$ cat src/rtl/rpc_pkg.sv
package rpc_pkg;

  localparam int RID_W = 16;

  // One classification rule (partition number is stored beside it).
  typedef struct packed {
    logic       valid;
    logic       devfn_en;
    logic [3:0] plen;
    logic [7:0] bus;
    logic [7:0] devfn;
  } rid_rule_t;

  // Mask of the leading bus bits that a prefix length covers.
  function automatic logic [7:0] bus_mask(input logic [3:0] plen);
    logic [7:0] m;
    m = '0;
    for (int b = 0; b < 8; b++) begin
      if (b < int'(plen)) m[7-b] = 1'b1;
    end
    return m;
  endfunction

  function automatic logic rule_hits(input rid_rule_t r, input logic [RID_W-1:0] rid);
    logic bus_ok, fn_ok;
    bus_ok = (((rid[15:8] ^ r.bus) & bus_mask(r.plen)) == 8'h00);
    fn_ok  = !r.devfn_en || (rid[7:0] == r.devfn);
    return r.valid && bus_ok && fn_ok;
  endfunction

endpackage

$ cat src/rtl/rpc_rule_table.sv
module rpc_rule_table
  import rpc_pkg::*;
#(
  parameter int N    = 16,
  parameter int PE_W = 7,
  localparam int IW  = (N > 1) ? $clog2(N) : 1
) (
  input  logic                      clk,
  input  logic                      rst_n,
  input  logic                      wr_en,
  input  logic [IW-1:0]             wr_idx,
  input  rid_rule_t                 wr_rule,
  input  logic [PE_W-1:0]           wr_pe,
  output rid_rule_t [N-1:0]         rules,
  output logic [N-1:0][PE_W-1:0]    pes
);

  for (genvar i = 0; i < N; i++) begin : g_slot
    wire slot_we = wr_en && (wr_idx == IW'(i));
    always_ff @(posedge clk or negedge rst_n) begin
      if (!rst_n) begin
        rules[i] <= '0;
        pes[i]   <= '0;
      end else if (slot_we) begin
        rules[i] <= wr_rule;
        pes[i]   <= wr_pe;
      end
    end
  end

  // a write is visible in the table from the following cycle
  a_r7_write_lands: assert property (@(posedge clk) disable iff (!rst_n)
    wr_en |=> (rules[$past(wr_idx)] == $past(wr_rule)) && (pes[$past(wr_idx)] == $past(wr_pe)));

endmodule

$ cat src/rtl/rpc_lookup.sv
module rpc_lookup
  import rpc_pkg::*;
#(
  parameter int N    = 16,
  parameter int PE_W = 7
) (
  input  logic                      clk,
  input  logic                      rst_n,
  input  logic [RID_W-1:0]          rid,
  input  rid_rule_t [N-1:0]         rules,
  input  logic [N-1:0][PE_W-1:0]    pes,
  output logic                      hit,
  output logic [PE_W-1:0]           pe
);

  logic [N-1:0] raw_hit;
  logic [N-1:0] winner;

  for (genvar i = 0; i < N; i++) begin : g_cmp
    assign raw_hit[i] = rule_hits(rules[i], rid);
  end

  // Lowest index wins: scan downwards so the last assignment is the lowest.
  always_comb begin
    winner = '0;
    hit    = 1'b0;
    pe     = '0;
    for (int i = N-1; i >= 0; i--) begin
      if (raw_hit[i]) begin
        winner    = '0;
        winner[i] = 1'b1;
        hit       = 1'b1;
        pe        = pes[i];
      end
    end
  end

  // at most one rule is selected
  a_r5_single_winner: assert property (@(posedge clk) disable iff (!rst_n)
    $onehot0(winner));
  // any raw match produces a hit
  a_r5_hit_when_any: assert property (@(posedge clk) disable iff (!rst_n)
    (raw_hit != '0) |-> hit);

endmodule

$ cat src/rtl/rpc_msi_gate.sv
module rpc_msi_gate #(
  parameter int NSRC  = 32,
  parameter int PE_W  = 7,
  parameter int REJ_W = 16,
  localparam int SW   = (NSRC > 1) ? $clog2(NSRC) : 1
) (
  input  logic             clk,
  input  logic             rst_n,
  input  logic             tag_we,
  input  logic [SW-1:0]    tag_idx,
  input  logic [PE_W-1:0]  tag_pe,
  input  logic             msi_valid,
  input  logic [SW-1:0]    msi_src,
  input  logic             sender_hit,
  input  logic [PE_W-1:0]  sender_pe,
  output logic             msi_accept,
  output logic             msi_reject,
  output logic [REJ_W-1:0] rej_count
);

  localparam logic [REJ_W-1:0] REJ_MAX = '1;

  logic [NSRC-1:0][PE_W-1:0] tags;

  for (genvar s = 0; s < NSRC; s++) begin : g_tag
    always_ff @(posedge clk or negedge rst_n) begin
      if (!rst_n)                              tags[s] <= '0;
      else if (tag_we && tag_idx == SW'(s))    tags[s] <= tag_pe;
    end
  end

  wire authorized = sender_hit && (sender_pe == tags[msi_src]);
  wire grant_now  = msi_valid && authorized;
  wire refuse_now = msi_valid && !authorized;

  always_ff @(posedge clk or negedge rst_n) begin
    if (!rst_n) begin
      msi_accept <= 1'b0;
      msi_reject <= 1'b0;
      rej_count  <= '0;
    end else begin
      msi_accept <= grant_now;
      msi_reject <= refuse_now;
      if (refuse_now && rej_count != REJ_MAX) rej_count <= rej_count + 1'b1;
    end
  end

  // verdicts are exclusive
  a_r10_exclusive: assert property (@(posedge clk) disable iff (!rst_n)
    !(msi_accept && msi_reject));
  // an unclassified sender is always refused
  a_r10_miss_refused: assert property (@(posedge clk) disable iff (!rst_n)
    (msi_valid && !sender_hit) |=> msi_reject);
  // the counter moves only on a reject
  a_r11_moves_on_reject: assert property (@(posedge clk) disable iff (!rst_n)
    (rej_count != $past(rej_count)) |-> msi_reject);
  // a reject below saturation adds exactly one
  a_r11_step: assert property (@(posedge clk) disable iff (!rst_n)
    (msi_reject && $past(rej_count) != REJ_MAX) |-> (rej_count == $past(rej_count) + 1'b1));

endmodule

$ cat src/rtl/rid_pe_classifier.sv
module rid_pe_classifier
  import rpc_pkg::*;
#(
  parameter int N      = 16,
  parameter int PE_W   = 7,
  parameter int NSRC   = 32,
  parameter int REJ_W  = 16,
  parameter int CFG_AW = 8,
  localparam int CFG_DW = 22 + PE_W,
  localparam int IW     = (N > 1) ? $clog2(N) : 1,
  localparam int SW     = (NSRC > 1) ? $clog2(NSRC) : 1
) (
  input  logic              clk,
  input  logic              rst_n,
  input  logic              cfg_we,
  input  logic              cfg_sel,
  input  logic [CFG_AW-1:0] cfg_addr,
  input  logic [CFG_DW-1:0] cfg_wdata,
  input  logic              req_valid,
  input  logic [15:0]       req_rid,
  output logic              cls_valid,
  output logic              cls_hit,
  output logic [PE_W-1:0]   cls_pe,
  input  logic              msi_valid,
  input  logic [15:0]       msi_rid,
  input  logic [SW-1:0]     msi_src,
  output logic              msi_accept,
  output logic              msi_reject,
  output logic [REJ_W-1:0]  rej_count
);

  // Configuration decode
  rid_rule_t       new_rule;
  logic [PE_W-1:0] new_pe;
  assign new_rule.devfn    = cfg_wdata[7:0];
  assign new_rule.bus      = cfg_wdata[15:8];
  assign new_rule.plen     = cfg_wdata[19:16];
  assign new_rule.devfn_en = cfg_wdata[20];
  assign new_rule.valid    = cfg_wdata[21];
  assign new_pe            = cfg_wdata[22 +: PE_W];

  wire rule_we = cfg_we && !cfg_sel && (int'(cfg_addr) < N);
  wire tag_we  = cfg_we &&  cfg_sel && (int'(cfg_addr) < NSRC);

  rid_rule_t [N-1:0]      rules;
  logic [N-1:0][PE_W-1:0] pes;

  rpc_rule_table #(.N(N), .PE_W(PE_W)) u_table (
    .clk(clk), .rst_n(rst_n),
    .wr_en(rule_we), .wr_idx(cfg_addr[IW-1:0]),
    .wr_rule(new_rule), .wr_pe(new_pe),
    .rules(rules), .pes(pes)
  );

  // Two identical lookups: one for classification, one for MSI senders
  logic            req_hit, snd_hit;
  logic [PE_W-1:0] req_pe,  snd_pe;

  rpc_lookup #(.N(N), .PE_W(PE_W)) u_req_lookup (
    .clk(clk), .rst_n(rst_n), .rid(req_rid),
    .rules(rules), .pes(pes), .hit(req_hit), .pe(req_pe)
  );

  rpc_lookup #(.N(N), .PE_W(PE_W)) u_msi_lookup (
    .clk(clk), .rst_n(rst_n), .rid(msi_rid),
    .rules(rules), .pes(pes), .hit(snd_hit), .pe(snd_pe)
  );

  always_ff @(posedge clk or negedge rst_n) begin
    if (!rst_n) begin
      cls_valid <= 1'b0;
      cls_hit   <= 1'b0;
      cls_pe    <= '0;
    end else begin
      cls_valid <= req_valid;
      cls_hit   <= req_valid && req_hit;
      cls_pe    <= (req_valid && req_hit) ? req_pe : '0;
    end
  end

  rpc_msi_gate #(.NSRC(NSRC), .PE_W(PE_W), .REJ_W(REJ_W)) u_gate (
    .clk(clk), .rst_n(rst_n),
    .tag_we(tag_we), .tag_idx(cfg_addr[SW-1:0]), .tag_pe(new_pe),
    .msi_valid(msi_valid), .msi_src(msi_src),
    .sender_hit(snd_hit), .sender_pe(snd_pe),
    .msi_accept(msi_accept), .msi_reject(msi_reject), .rej_count(rej_count)
  );

  // result valid tracks the request one cycle later
  a_r6_valid_follows: assert property (@(posedge clk) disable iff (!rst_n)
    req_valid |=> cls_valid);
  a_r6_idle_follows: assert property (@(posedge clk) disable iff (!rst_n)
    !req_valid |=> !cls_valid);
  // a miss reports partition zero
  a_r6_miss_zero: assert property (@(posedge clk) disable iff (!rst_n)
    (cls_valid && !cls_hit) |-> (cls_pe == '0));
  // an accept only follows a presented MSI write
  a_r9_accept_needs_write: assert property (@(posedge clk) disable iff (!rst_n)
    !msi_valid |=> !msi_accept);

endmodule

$ cat config.mk
export PLATFORM = sky130hd
export DESIGN_NAME = rid_pe_classifier
export DESIGN_NICKNAME = d
export VERILOG_FILES = /design/src/rtl/rpc_pkg.sv /design/src/rtl/rpc_rule_table.sv /design/src/rtl/rpc_lookup.sv /design/src/rtl/rpc_msi_gate.sv /design/src/rtl/rid_pe_classifier.sv
export SDC_FILE = /design/constraint.sdc
export NUM_CORES = 2
export LEC_CHECK = 0
export BUFFER_PORTS_ARGS = -buffer_cell sky130_fd_sc_hd__buf_2
export CAP_MARGIN = 20
export CORE_ASPECT_RATIO = 0.6
export CORE_MARGIN = 3
export CORE_UTILIZATION = 30
export CTS_CLUSTER_SIZE = 10
export DETAILED_ROUTE_END_ITERATION = 8
export PLACE_DENSITY = 0.46
export REMOVE_ABC_BUFFERS = 1
export SYNTH_ARGS = -nofsm -noshare
export SYNTH_HDL_FRONTEND = slang
export SYNTH_HIERARCHICAL = 1
export SYNTH_SLANG_ARGS = --single-unit
$ cat constraint.sdc
create_clock -name clk -period 4.2 [get_ports clk]
set_input_delay 0.84 -clock clk [delete_from_list [all_inputs] [get_ports clk]]
set_output_delay 0.84 -clock clk [all_outputs]
set_load 0.02 [all_outputs]
Yosys cells after proc, flatten, opt, wreduce, memory -nomap -nowiden --
Cells that the tools add are included.
Operators by class: add/subtract/negate cells 1, magnitude comparators 131, equality and inequality tests 80, multiplexer cells 195, bitwise gates (word level) 64, reduce and logical (&&, ||, !) cells 205
Operator list (count):
- bitwise AND 8 bit | 32
- == test 8 bit | 32
- logical NOT 8 bit | 32
- < comparator 3 x 4 -> 1 bit, first input constant | 64
- bitwise XOR 8 bit | 32
- two-way mux 7 bit | 34
- two-way mux 1 bit | 160
- < comparator 1 x 4 -> 1 bit, first input constant | 32
- < comparator 2 x 4 -> 1 bit, first input constant | 32
- logical AND 1 bit | 121
- == test 5 bit, second input constant | 16
- == test 5 x 4 -> 1 bit, second input constant | 8
- binary-select mux 7 bit (select 5 bit) | 1
- == test 4 bit, second input constant | 8
- logical OR 1 bit | 32
- == test 5 x 3 -> 1 bit, second input constant | 4
- logical NOT 1 bit | 18
- adder 16 x 1 -> 16 bit, second input constant | 1
- == test 4 x 3 -> 1 bit, second input constant | 4
- inequality test 16 bit, second input constant | 1
- == test 5 x 2 -> 1 bit, second input constant | 2
- == test 4 x 2 -> 1 bit, second input constant | 2
- < comparator 8 x 5 -> 1 bit, second input constant | 1
- < comparator 8 x 6 -> 1 bit, second input constant | 1
- 6 further kinds | 6
Word-level totals: register bits 715, input port bits 80, output and inout bits 27, word-level logic and storage cells 810

Longest topological paths before layout --
depth in word-level cells 27, depth in mapped cells 18, gate-level depth less buffers 14

Cells and area by module --
Netlist, hierarchy kept.
By module, submodules not included:
- rpc_rule_table | instances 1, cells each 1029, area each 17470.5 sq um
- rpc_msi_gate | instances 1, cells each 809, area each 11421.0 sq um
- rpc_lookup | instances 2, cells each 726, area each 5232.5 sq um
- rid_pe_classifier | instances 1, cells each 21, area each 306.5 sq um

Worst setup path before layout --
OpenSTA, ideal clock, no wires.
kind in2reg, start point in msi_rid[11], end point reg u_gate.rej_count[1], data arrival time 4292 ps, path slack -217 ps, cell stages on the path 15, buffers on the path 1, cells stage by stage buf_6 -> xor2_1 -> a2111oi_2 -> o211ai_1 -> a211o_1 -> a311oi_2 -> or4b_1 -> o211ai_1 -> a31oi_1 -> o21ai_1 -> xor2_1 -> nand4_1 -> nor4_4 -> nor3b_2 -> mux2_4
On the way: word-level cells in the longest chain between the ends 26
RTL lines:
- from (decl) | RTL line rid_pe_classifier.sv:25 | input logic [15:0] msi_rid,
- bitwise XOR 8 bit | RTL line rpc_pkg.sv:26 | bus_ok = (((rid[15:8] ^ r.bus) & bus_mask(r.plen)) == 8'h00);
- bitwise AND 8 bit | RTL line rpc_pkg.sv:26
- logical NOT 8 bit | RTL line rpc_pkg.sv:26
- logical AND 1 bit (2 in a row) | RTL line rpc_pkg.sv:28 | return r.valid && bus_ok && fn_ok;
- two-way mux 7 bit (15 in a row) | RTL line rpc_lookup.sv:29 | if (raw_hit[i]) begin
- two-way mux 7 bit (*) | RTL line rpc_lookup.sv:29
- net snd_pe[0] | RTL line rid_pe_classifier.sv:57 | logic [PE_W-1:0] req_pe, snd_pe;
- == test 7 bit (*) | RTL line rpc_msi_gate.sv:32 | wire authorized = sender_hit && (sender_pe == tags[msi_src]);
- logical AND 1 bit (*) | RTL line rpc_msi_gate.sv:32
- logical NOT 1 bit (*) | RTL line rpc_msi_gate.sv:34 | wire refuse_now = msi_valid && !authorized;
- logical AND 1 bit (*) | RTL line rpc_msi_gate.sv:34
- logical AND 1 bit (*) | RTL line rpc_msi_gate.sv:44 | if (refuse_now && rej_count != REJ_MAX) rej_count <= rej_count + 1'b1;
- to (signal assigned) | RTL line rpc_msi_gate.sv:44
- to (decl) | RTL line rpc_msi_gate.sv:18 | output logic [REJ_W-1:0] rej_count
The timed path passes the listed nets; every way through them passes the cells marked *. A chain may end at the register's enable or synchronous reset.

Worst setup path after layout --
start point in msi_rid[15], end point reg u_gate.rej_count[13]
The elaborated chain is that of the path after synthesis.

==> reports/summary.txt <==
Final Setup Violations: 15
# rows: 102
Switching share of power: 0.274
Die width: 475 µm
Crit share post-route: 1.02
CTS root buf: clkbuf_16
Syn. warnings: 6
CP Launch Type: primary input
CTS tree: built
Final Util: 0.371
Min-Delay Path Class: in2async
Post-place setup slack: -1180 ps
Hold_ws: 254 ps
Avg Cell Area, Syn: 12.0 µm²
Placer Congestion: 0.892
DRT Wirelength: 137 mm
Final Max Tran Viols: 0
Die area: 137000 µm²
Pwr Density: 344 nW/µm²
Fillers: 12700
RSZ-0062 raised after global routing: yes
Mapped Area: 39700 µm²
Congestion Overflow GR: 0
EDFF count, synth: 0
DRT Pass-1 Iters: 5
I/O Pins: 107
Worst Clk Skew: 27.5 ps
Core footprint: 130000 µm²
Worst relative slew slack: 0.302
Worst R2R Path Depth: 20
Vias/cell: 5.27
Worst Path Arrival: 4850 ps
Critical path startpoint: msi_rid[15]
Clock period minus worst slack: 4300 ps
Overall Power: 16.6 mW
Cts hold-fix bufs: 0
Cell Int Power: 12.0 mW
Starting Density: 0.305
Max Clk Rate: 232 MHz
Number of antenna violations at the first check in global routing: 10
PnR worst setup slack: -103 ps
WL per Instance: 25.0 µm
P&R area growth vs syn: 21.5%
Seq pwr share: 0.442
#FFs+latches synth: 715
Max Cap Viol: 0
Drt first-iter violations: 2708
Clk slew on worst S/H paths: 60 ps
DRC: 0
Via count: 29000
Clock network power share: 0.419
Leak Pwr: 22.3 nW
Nets: 3832
Crit path capture type: flop
Clk buf depth: 3
GRT Total Usage: 0.200
Clock Latency Late Sink: 690 ps
Vias in the first global route: 28600
P_sw: 4.54 mW
Register area share after synthesis: 0.451
Crit path max fanout: 7
H-tree depth: 3
Die height: 288 µm
Async SR Flop Fraction: 1.00
Synth Instances: 3311
Largest net degree at the start of global routing: 88
Number of clock sinks: 715
CP Class: in2reg
Failing checks: setup timing
Hpwl dp: 96.2 mm
Status: finished, violations left
First-pass GRT wire length: 203 mm
Worst EP required: 4740 ps
Worst R2R Setup Slack: -70 ps
Primary FF master, synth: dfrtp_1
Worst slew pin tran: 1050 ps
Layout cells sized above 1: 0.402
R2r startpoint: u_table/rules[305]
VDD IR max: 0.253 mV
Buffers on Ports: 106
Final hold violation count: 0
Antenna-violating nets left: 0
Worst R2R End: u_gate/rej_count[13]
Yosys cell types: 82
Comb pwr share: 0.139
CTS Buf Count: 84
Setup_tns: -1110 ps
per-layer routing:
metal | part of all wire | vias up | GRT usage
met1 | 0.54 | 15000 | 0.337
li1 | - | 12900 | -
met2 | 0.37 | 904 | 0.249
met3 | 0.071 | 129 | 0.0460
met4 | 0.015 | 0 | 0.0339
met5 | 0 | - | 0
synth_stat cells (17+ instances only):
library cell / count / area [µm²]
a211oi_1: 35 / 263
a21oi_1: 52 / 260
a221oi_1: 20 / 175
a22oi_1: 29 / 218
a31oi_1: 22 / 138
and3_1: 17 / 106
buf_2: 99 / 495
buf_4: 17 / 128
clkbuf_1: 76 / 285
dfrtp_1: 715 / 17900
inv_1: 57 / 214
mux2_2: 662 / 7450
mux2_4: 31 / 465
mux2i_1: 46 / 460
mux4_2: 32 / 721
nand2_1: 94 / 353
nand2b_1: 19 / 119
nand4_1: 62 / 388
nor2_1: 110 / 413
nor2b_1: 23 / 144
nor3_1: 50 / 250
nor3b_1: 19 / 143
nor4_1: 51 / 319
o211ai_1: 21 / 158
o21ai_0: 64 / 320
o21ai_1: 19 / 95.1
o221ai_1: 30 / 263
o22ai_1: 18 / 113
xnor2_1: 296 / 2590
xor2_1: 238 / 2080
critical path, cell delays in order:
cell and delay [ps]:
buf_4 210, buf_4 200, buf_4 190, xor2_1 190
o21ai_0 110, nand3_1 200, a2111oi_4 80, buf_4 160
a311oi_2 290, or4b_1 470, o211ai_1 430, a31oi_1 170
o21ai_1 180, xor2_1 160, nand4_1 160, nor4_4 240
buf_12 190, buf_12 120, nor4_1 50, xor2_1 190
flip-flops by register name, summed over array words and instances (netlist names), 7 cells and up:
name and cells:
cls_pe 7, u_gate/rej_count 16, u_gate/tags 224, u_table/pes 112, u_table/rules 352
power by group through the flow:
stage	Combinational, mW	Clock (mW)	Sequential, mW
after global placement	2.21	0	7.43
final	2.31	6.94	7.32
after global routing	2.48	7.46	7.35
after detailed placement	2.21	0	7.43
after CTS	2.26	7.20	7.31
after floorplan	0.902	0	7.44
layout make-up:
cell class | count | area (µm²) | area share
diodes | 4 | 10.0 | 0.000208
repair buffers | 565 | 4540 | 0.0942
clock inverters | 8 | 174 | 0.00361
multi-input cells | 2328 | 21000 | 0.435
clock buffers | 102 | 2240 | 0.0465
flip-flops and latches | 715 | 17900 | 0.371
well taps | 1716 | 2150 | 0.0445
inverters | 57 | 214 | 0.00444
metrics by stage:
stage / area (µm²) / cells
after floorplan: 38600 / 3100
after global placement: 45100 / 5361
after detailed placement: 45100 / 5362
after CTS: 47900 / 5483
after global routing: 48200 / 5491
final: 48200 / 5495
worst max path at each step:
stage                     slack, ps                   end  depth (start not counted)
after global placement        -1110   u_gate/rej_count[1]                         18
after global routing           -160   u_gate/rej_count[6]                         21
after detailed placement      -1180   u_gate/rej_count[8]                         23
after floorplan                -440   u_gate/rej_count[1]                         14
final                          -100  u_gate/rej_count[13]                         20
after CTS                       -20  u_gate/rej_count[13]                         16
what timing repair did:
action / 4_1_cts / 5_1_grt
gates resized for setup: 57 / 51
setup endpoints to repair: 18 / 20
setup buffers: 13 / 7
pin swaps: 7 / 20
cloned: 0 / 1
layout by cell type (no fill, tap or decap), types with 61 or more instances in the layout:
cell	Yosys	final
dfrtp_1	715	713
mux2_2	662	662
buf_4	17	408
xnor2_1	296	293
xor2_1	238	236
nor2_1	110	100
buf_2	99	100
nand2_1	94	92
clkbuf_16	0	87
nand4_1	62	62
o21ai_0	64	61
cells by family (layout without fill, tap and decap cells):
logic type	count (synthesis)	in the layout	synth area share
XOR/XNOR	534	534	0.118
buffers and inverters	268	732	0.0327
multiplexers	777	777	0.232
AO/OA/AOI/OAI	459	459	0.0876
adder cells (fa/ha/maj)	1	1	0.000315
other	0	4	0
flip-flops	715	715	0.451
AND/OR/NAND/NOR	557	557	0.0780
No activity file was read; power rests on OpenSTA's default activity.
